$ cat config.mk
export PLATFORM = sky130hd
export DESIGN_NAME = dsc_fetch
export DESIGN_NICKNAME = d
export VERILOG_FILES = /design/src/rtl/dsc_pkg.sv /design/src/rtl/dsc_cursor.sv /design/src/rtl/dsc_ctrl.sv /design/src/rtl/dsc_fetch.sv
export SDC_FILE = /design/constraint.sdc
export NUM_CORES = 1
export LEC_CHECK = 0
export BUFFER_PORTS_ARGS = -buffer_cell sky130_fd_sc_hd__buf_2
export CAP_MARGIN = 15
export CORE_MARGIN = 2
export CORE_UTILIZATION = 54
export CTS_CLUSTER_SIZE = 10
export DETAILED_ROUTE_END_ITERATION = 10
export PLACE_DENSITY_LB_ADDON = 0.05
export SLEW_MARGIN = 20
export SYNTH_ARGS = -nofsm -noshare
export SYNTH_HDL_FRONTEND = slang
export SYNTH_SLANG_ARGS = --single-unit
$ cat constraint.sdc
create_clock -name clk -period 5.5 [get_ports clk]
set_input_delay 1.65 -clock clk [delete_from_list [all_inputs] [get_ports clk]]
set_output_delay 1.65 -clock clk [all_outputs]
set_load 0.02 [all_outputs]
$ cat src/rtl/dsc_pkg.sv
package dsc_pkg;

   typedef enum logic [3:0] {
      ST_IDLE,
      ST_RD_A0,
      ST_RD_A1,
      ST_RD_LEN,
      ST_WR_LEN,
      ST_RD_N0,
      ST_RD_N1,
      ST_ISSUE,
      ST_WR_STAT
   } dsc_state_e;

   localparam int unsigned OFS_ALO  = 0;
   localparam int unsigned OFS_AHI  = 2;
   localparam int unsigned OFS_LEN  = 4;
   localparam int unsigned OFS_STAT = 6;
   localparam int unsigned OFS_NLO  = 8;
   localparam int unsigned OFS_NHI  = 10;

   localparam int unsigned TABLE_ENTRY_BYTES = 8;

   // byte offset inside the descriptor touched by each access state
   function automatic logic [3:0] field_ofs(dsc_state_e s);
      case (s)
         ST_RD_A1:   field_ofs = 4'(OFS_AHI);
         ST_RD_LEN,
         ST_WR_LEN:  field_ofs = 4'(OFS_LEN);
         ST_WR_STAT: field_ofs = 4'(OFS_STAT);
         ST_RD_N0:   field_ofs = 4'(OFS_NLO);
         ST_RD_N1:   field_ofs = 4'(OFS_NHI);
         default:    field_ofs = 4'(OFS_ALO);
      endcase
   endfunction

endpackage

$ cat src/rtl/dsc_cursor.sv
module dsc_cursor #(
   parameter int unsigned AW      = 32,
   parameter int unsigned DW      = 16,
   parameter bit          LIST_EN = 1'b1
) (
   input  logic          clk,
   input  logic          rst_n,
   input  logic          ld_head,
   input  logic [AW-1:0] head,
   input  logic          ld_nlo,
   input  logic          ld_nhi,
   input  logic [DW-1:0] rdata,
   input  logic          adv,
   input  logic          list_mode,
   input  logic [3:0]    ofs,
   output logic [AW-1:0] field_addr
);
   import dsc_pkg::*;

   logic [AW-1:0] ent_q;
   logic [AW-1:0] next_ent;

   if (LIST_EN) begin : g_list
      logic [AW-1:0] ptr_q;
      always_ff @(posedge clk or negedge rst_n) begin
         if (!rst_n) begin
            ptr_q <= '0;
         end else begin
            if (ld_nlo) ptr_q[DW-1:0]  <= rdata;
            if (ld_nhi) ptr_q[AW-1:DW] <= rdata;
         end
      end
      assign next_ent = list_mode ? ptr_q : ent_q + AW'(TABLE_ENTRY_BYTES);
   end else begin : g_table
      logic unused_in;
      assign unused_in = ^{ld_nlo, ld_nhi, rdata, list_mode};
      assign next_ent  = ent_q + AW'(TABLE_ENTRY_BYTES);
   end

   always_ff @(posedge clk or negedge rst_n) begin
      if (!rst_n)       ent_q <= '0;
      else if (ld_head) ent_q <= head;
      else if (adv)     ent_q <= next_ent;
   end

   assign field_addr = ent_q + AW'(ofs);

endmodule

$ cat src/rtl/dsc_ctrl.sv
module dsc_ctrl #(
   parameter int unsigned AW      = 32,
   parameter int unsigned DW      = 16,
   parameter bit          LIST_EN = 1'b1
) (
   input  logic          clk,
   input  logic          rst_n,
   input  logic          start,
   input  logic          start_list,
   input  logic          start_ring,
   input  logic          mem_ack,
   input  logic [DW-1:0] mem_rdata,
   input  logic          xfer_done,
   input  logic [DW-1:0] xfer_status,
   output logic          mem_req,
   output logic          mem_we,
   output logic [DW-1:0] mem_wdata,
   output logic [3:0]    ofs,
   output logic          ld_head,
   output logic          ld_nlo,
   output logic          ld_nhi,
   output logic          adv,
   output logic          list_mode,
   output logic          busy,
   output logic          desc_valid,
   output logic [AW-1:0] desc_addr,
   output logic [DW-1:0] desc_len,
   output logic          irq_end,
   output logic          irq_done
);
   import dsc_pkg::*;

   dsc_state_e    state_q, state_d, after_len;
   logic          list_q, ring_q, stop;
   logic [AW-1:0] addr_q;
   logic [DW-1:0] len_q, stat_q;
   logic          irq_end_q, irq_done_q;

   assign list_mode = LIST_EN ? list_q : 1'b0;
   assign after_len = list_mode ? ST_RD_N0 : ST_ISSUE;

   always_comb begin
      state_d = state_q;
      stop    = 1'b0;
      case (state_q)
         ST_IDLE:   if (start)   state_d = ST_RD_A0;
         ST_RD_A0:  if (mem_ack) state_d = ST_RD_A1;
         ST_RD_A1:  if (mem_ack) state_d = ST_RD_LEN;
         ST_RD_LEN: if (mem_ack) begin
            if (ring_q)                state_d = ST_WR_LEN;
            else if (mem_rdata == '0) begin
               stop    = 1'b1;
               state_d = ST_IDLE;
            end else                   state_d = after_len;
         end
         ST_WR_LEN: if (mem_ack) begin
            if (len_q == '0) begin
               stop    = 1'b1;
               state_d = ST_IDLE;
            end else state_d = after_len;
         end
         ST_RD_N0:   if (mem_ack)   state_d = ST_RD_N1;
         ST_RD_N1:   if (mem_ack)   state_d = ST_ISSUE;
         ST_ISSUE:   if (xfer_done) state_d = ST_WR_STAT;
         ST_WR_STAT: if (mem_ack)   state_d = ST_RD_A0;
         default:                   state_d = ST_IDLE;
      endcase
   end

   always_ff @(posedge clk or negedge rst_n) begin
      if (!rst_n) begin
         state_q    <= ST_IDLE;
         list_q     <= 1'b0;
         ring_q     <= 1'b0;
         addr_q     <= '0;
         len_q      <= '0;
         stat_q     <= '0;
         irq_end_q  <= 1'b0;
         irq_done_q <= 1'b0;
      end else begin
         state_q    <= state_d;
         irq_end_q  <= stop;
         irq_done_q <= (state_q == ST_WR_STAT) && mem_ack;
         if (ld_head) begin
            list_q <= start_list;
            ring_q <= start_ring;
         end
         if (state_q == ST_RD_A0 && mem_ack)  addr_q[DW-1:0]  <= mem_rdata;
         if (state_q == ST_RD_A1 && mem_ack)  addr_q[AW-1:DW] <= mem_rdata;
         if (state_q == ST_RD_LEN && mem_ack) len_q           <= mem_rdata;
         if (state_q == ST_ISSUE && xfer_done) stat_q         <= xfer_status;
      end
   end

   always_comb begin
      case (state_q)
         ST_RD_A0, ST_RD_A1, ST_RD_LEN, ST_WR_LEN,
         ST_RD_N0, ST_RD_N1, ST_WR_STAT: mem_req = 1'b1;
         default:                        mem_req = 1'b0;
      endcase
   end

   assign mem_we     = (state_q == ST_WR_LEN) || (state_q == ST_WR_STAT);
   assign mem_wdata  = (state_q == ST_WR_STAT) ? stat_q : '0;
   assign ofs        = field_ofs(state_q);
   assign ld_head    = (state_q == ST_IDLE) && start;
   assign ld_nlo     = (state_q == ST_RD_N0) && mem_ack;
   assign ld_nhi     = (state_q == ST_RD_N1) && mem_ack;
   assign adv        = (state_q == ST_WR_STAT) && mem_ack;
   assign busy       = (state_q != ST_IDLE);
   assign desc_valid = (state_q == ST_ISSUE);
   assign desc_addr  = addr_q;
   assign desc_len   = len_q;
   assign irq_end    = irq_end_q;
   assign irq_done   = irq_done_q;

endmodule

$ cat src/rtl/dsc_fetch.sv
module dsc_fetch #(
   parameter int unsigned AW      = 32,
   parameter int unsigned DW      = 16,
   parameter bit          LIST_EN = 1'b1
) (
   input  logic          clk,
   input  logic          rst_n,
   input  logic          start,
   input  logic          start_list,
   input  logic          start_ring,
   input  logic [AW-1:0] head_ptr,
   output logic          busy,
   output logic          mem_req,
   output logic          mem_we,
   output logic [AW-1:0] mem_addr,
   output logic [DW-1:0] mem_wdata,
   input  logic [DW-1:0] mem_rdata,
   input  logic          mem_ack,
   output logic          desc_valid,
   output logic [AW-1:0] desc_addr,
   output logic [DW-1:0] desc_len,
   input  logic          xfer_done,
   input  logic [DW-1:0] xfer_status,
   output logic          irq_end,
   output logic          irq_done
);

   if (AW != 2 * DW) begin : g_bad_width
      $error("dsc_fetch: AW must be twice DW");
   end
   if (DW < 8) begin : g_bad_dw
      $error("dsc_fetch: DW below 8 bits");
   end

   logic [3:0] ofs;
   logic       ld_head, ld_nlo, ld_nhi, adv, list_mode;

   dsc_ctrl #(.AW(AW), .DW(DW), .LIST_EN(LIST_EN)) u_ctrl (
      .clk        (clk),
      .rst_n      (rst_n),
      .start      (start),
      .start_list (start_list),
      .start_ring (start_ring),
      .mem_ack    (mem_ack),
      .mem_rdata  (mem_rdata),
      .xfer_done  (xfer_done),
      .xfer_status(xfer_status),
      .mem_req    (mem_req),
      .mem_we     (mem_we),
      .mem_wdata  (mem_wdata),
      .ofs        (ofs),
      .ld_head    (ld_head),
      .ld_nlo     (ld_nlo),
      .ld_nhi     (ld_nhi),
      .adv        (adv),
      .list_mode  (list_mode),
      .busy       (busy),
      .desc_valid (desc_valid),
      .desc_addr  (desc_addr),
      .desc_len   (desc_len),
      .irq_end    (irq_end),
      .irq_done   (irq_done)
   );

   dsc_cursor #(.AW(AW), .DW(DW), .LIST_EN(LIST_EN)) u_cursor (
      .clk       (clk),
      .rst_n     (rst_n),
      .ld_head   (ld_head),
      .head      (head_ptr),
      .ld_nlo    (ld_nlo),
      .ld_nhi    (ld_nhi),
      .rdata     (mem_rdata),
      .adv       (adv),
      .list_mode (list_mode),
      .ofs       (ofs),
      .field_addr(mem_addr)
   );

endmodule

==> results.md <==
- Pint: 3.131 mW
- Worst Setup End Kind: output port
- Root Buffer: clkbuf_16
- Gate Count Post-Synth: 699
- DRT antenna net count: 0
- Drt first pass iters: 7
- Synth top area share: 46.67%
- Synth Register Bits: 136
- Worst EP arrival: 3.59 ns
- CTS tree: built
- HP Class: reg2reg
- Core Util, Final: 66.70%
- YS warnings: 0
- CP Max Fanout: 19
- Num CTS Buffers: 17
- GR Util met3: 8.632%
- Dpl hpwl: 14250 microns
- Async SR Flop Fraction: 100.0%
- Setup TNS: 0 ns
- Req. time, crit path: 3.85 ns
- PD cells: 609.2 mW/mm^2
- Met2 Track Usage GR: 44.50%
- Commonest cells post-synth: dfrtp_1 (136), mux2_2 (96), nand2_1 (57)
- Mapped Nets: 775
- Clk slew on worst S/H paths: 0.06 ns
- Worst Max-Slew Pin Slew: 1.106 ns
- Die X: 120.2 microns
- CTS Sinks: 136
- Clk buf depth: 2
- Hold_sp: u_ctrl.stat_q[3]
- Final period util: 95.21%
- Slowest stage delay, CP: 0.52 ns
- Fillers: 1090
- Die H: 120.2 microns
- Clock latency on the worst-skew pair: 0.42 ns
- Switching pwr: 2.229 mW
- Vias/cell: 5.945
- Synth top area cells: dfrtp_1 (47%), mux2_2 (15%), o21ai_0 (3.2%), nand2_1 (2.9%), xnor2_1 (2.9%)
- Met1 Use GR: 38.37%
- Combinational power share: 42.4%
- Total power: 5.359 mW
- Seq/Total Area, Yosys: 46.67%
- DRT Wirelength: 20020 microns
- Hold-fix buffers at CTS: 0
- Initial antenna violation count: 0
- Register share of total power: 36.4%
- Synth area leader: dfrtp_1
- Count leader, synth: dfrtp_1
- Wire length per cell: 19.33 microns
- Netlist Area Pre-Place: 0.007292 sq mm
- VDD IR-drop max: 0.4043 mV
- Max Slew Vio Count: 0
- Post-cts resize count: 0
- Number of distinct library cells after synthesis: 67
- Crit start category: register
- Switch share: 41.59%
- CORE AREA: 0.01319 sq mm
- Drt drc: 0
- RSZ-0062 raised after global routing: no
- Clock power share: 21.2%
- CP max stage cell: dfrtp_2
- Crit path launch: u_ctrl.state_q[1]
- # nets final: 924
- GRT Util Overall: 28.41%
- I/O Buffers: 172
- PnR worst setup slack: 0.2636 ns
- Max-slew headroom: 26.16%
- Diodes inserted: 0
- CP top delay family: simple AND/OR/NAND/NOR gates
- Endpoints failing setup: 0
- Reg2reg start: u_ctrl.state_q[3]
- FP Rows: 42
- Post-synth top flop: dfrtp_1
- Initial Util: 55.28%
- Overflow after GRT: 0
- Outcome: completed
- Max Cap Viol: 0
- Syn-to-layout area delta: 20.64%
- Post-CTS setup buffers: 0
- Layout cell share with drive strength beyond 1: 38.49%
- Die footprint: 0.01445 sq mm
- # IOs: 173
- Leak Pwr: 4.003 nW
- GPL Wtd Cong: 0.8716
- Minimum clock period: 5.236 ns
- Hold Fails Final Rpt: 0
- Max Freq: 191.0 MHz
- H-tree depth: 4
- Syn Area/Cell: 10.43 sq um
- Hold_ws: 0.4963 ns
- First-pass GRT wire length: 31780 microns
- Final Skew: 0.01039 ns
- Crit Path Class: reg2out
- Largest net degree at the start of global routing: 84
- Number of flops mapped to enable cells by yosys: 0
- Pre-CTS setup slack: 0.5263 ns
- Cell chain of the critical path: nor2_1 > and3_1 > or3_1 > ha_1 > a211oi_1 > nor4_2 > buf_4 > and2_1 > nand4_1 > xnor2_1 > buf_2
- GRT Max-Usage Layer: met2
- Drt first-iter violations: 671
- Vias in the first global route: 5949
- Via count: 6159
- WP buf/inv: 2
==> registers in the layout (all words and copies together), names as in the netlist, 4 cells and up <==
signal,flops
u_ctrl.stat_q,16
u_cursor.ent_q,32
u_cursor.g_list.ptr_q,32
u_ctrl.desc_len,16
u_ctrl.state_q,4
u_ctrl.desc_addr,32
==> power by group through the flow <==
stage | combinational (mW) | sequential (mW) | clock, mW
final | 2.27 | 1.95 | 1.14
after global routing | 2.46 | 2.02 | 1.19
after CTS | 2.28 | 1.93 | 1.15
after detailed placement | 2.27 | 1.94 | 0
after global placement | 2.23 | 1.92 | 0
after floorplan | 1.55 | 1.96 | 0
==> worst paths after layout <==
kind	endpoint	slack [ns]	cells after the start
worst max-delay path	mem_addr[30]	0.26	11
worst min-delay path	u_ctrl.stat_q[3]	0.50	1
worst max register to register	u_cursor.ent_q[8]	2.85	6
worst min register to register	u_ctrl.stat_q[3]	0.50	1
max in group asynchronous	u_cursor.g_list.ptr_q[21]	3.43	2
min in group asynchronous	u_ctrl.desc_addr[29]	1.29	1
==> cell families after synthesis <==
logic type / Yosys count / synth area share, %
AOI/OAI and AO/OA: 145 / 12.63
xor gates and xnor gates: 29 / 3.483
adders and majority gates: 5 / 0.9609
buffers and inverters: 63 / 3.998
DFF: 136 / 46.67
muxes: 98 / 15.10
and+or+nand+nor: 223 / 17.16
==> per-layer routing <==
layer | part of all wire [%] | wire (microns)
met2 | 47 | 9505
met4 | 1.5 | 295
met1 | 43 | 8588
met3 | 8.1 | 1631
met5 | 0 | 0
==> per-stage QoR <==
stage          std cells  instance area, sq um
2_1_floorplan        699                  7292
3_3_place_gp        1005                  8194
3_5_place_dp        1005                  8194
4_1_cts             1036                  8780
5_1_grt             1036                  8797
6_report            1036                  8797
==> layout by cell type (no fill, tap or decap), types with 4 or more instances in the layout <==
cell type,Yosys,final
a21o_1,4,4
a21oi_1,36,36
a221o_1,4,4
a221oi_1,4,4
a31oi_1,8,8
and2_1,22,22
and3_1,16,16
buf_2,23,171
buf_4,2,4
clkbuf_16,0,17
clkinv_4,0,4
dfrtp_1,136,132
dfrtp_2,0,4
ha_1,4,4
inv_1,15,15
mux2_2,96,96
nand2_1,57,56
nand3_1,20,20
nand4_1,14,14
nand4b_1,5,5
nor2_1,37,37
nor3_1,10,10
nor4_1,10,10
o21ai_0,47,47
o22ai_1,12,12
xnor2_1,24,24
xor2_1,5,5
==> layout make-up <==
cell class	instances	area (sq um)	share of cell area (%)
Clock buffer	18	439.2	4.992
Clock inverter	13	146.4	1.664
Inverter	16	60.06	0.6827
Multi-Input combinational cell	500	3606	40.99
Sequential cell	136	3408	38.74
Tap cell	176	220.2	2.503
Timing Repair Buffer	177	917.1	10.43
Power figures use the tool's default switching activity.
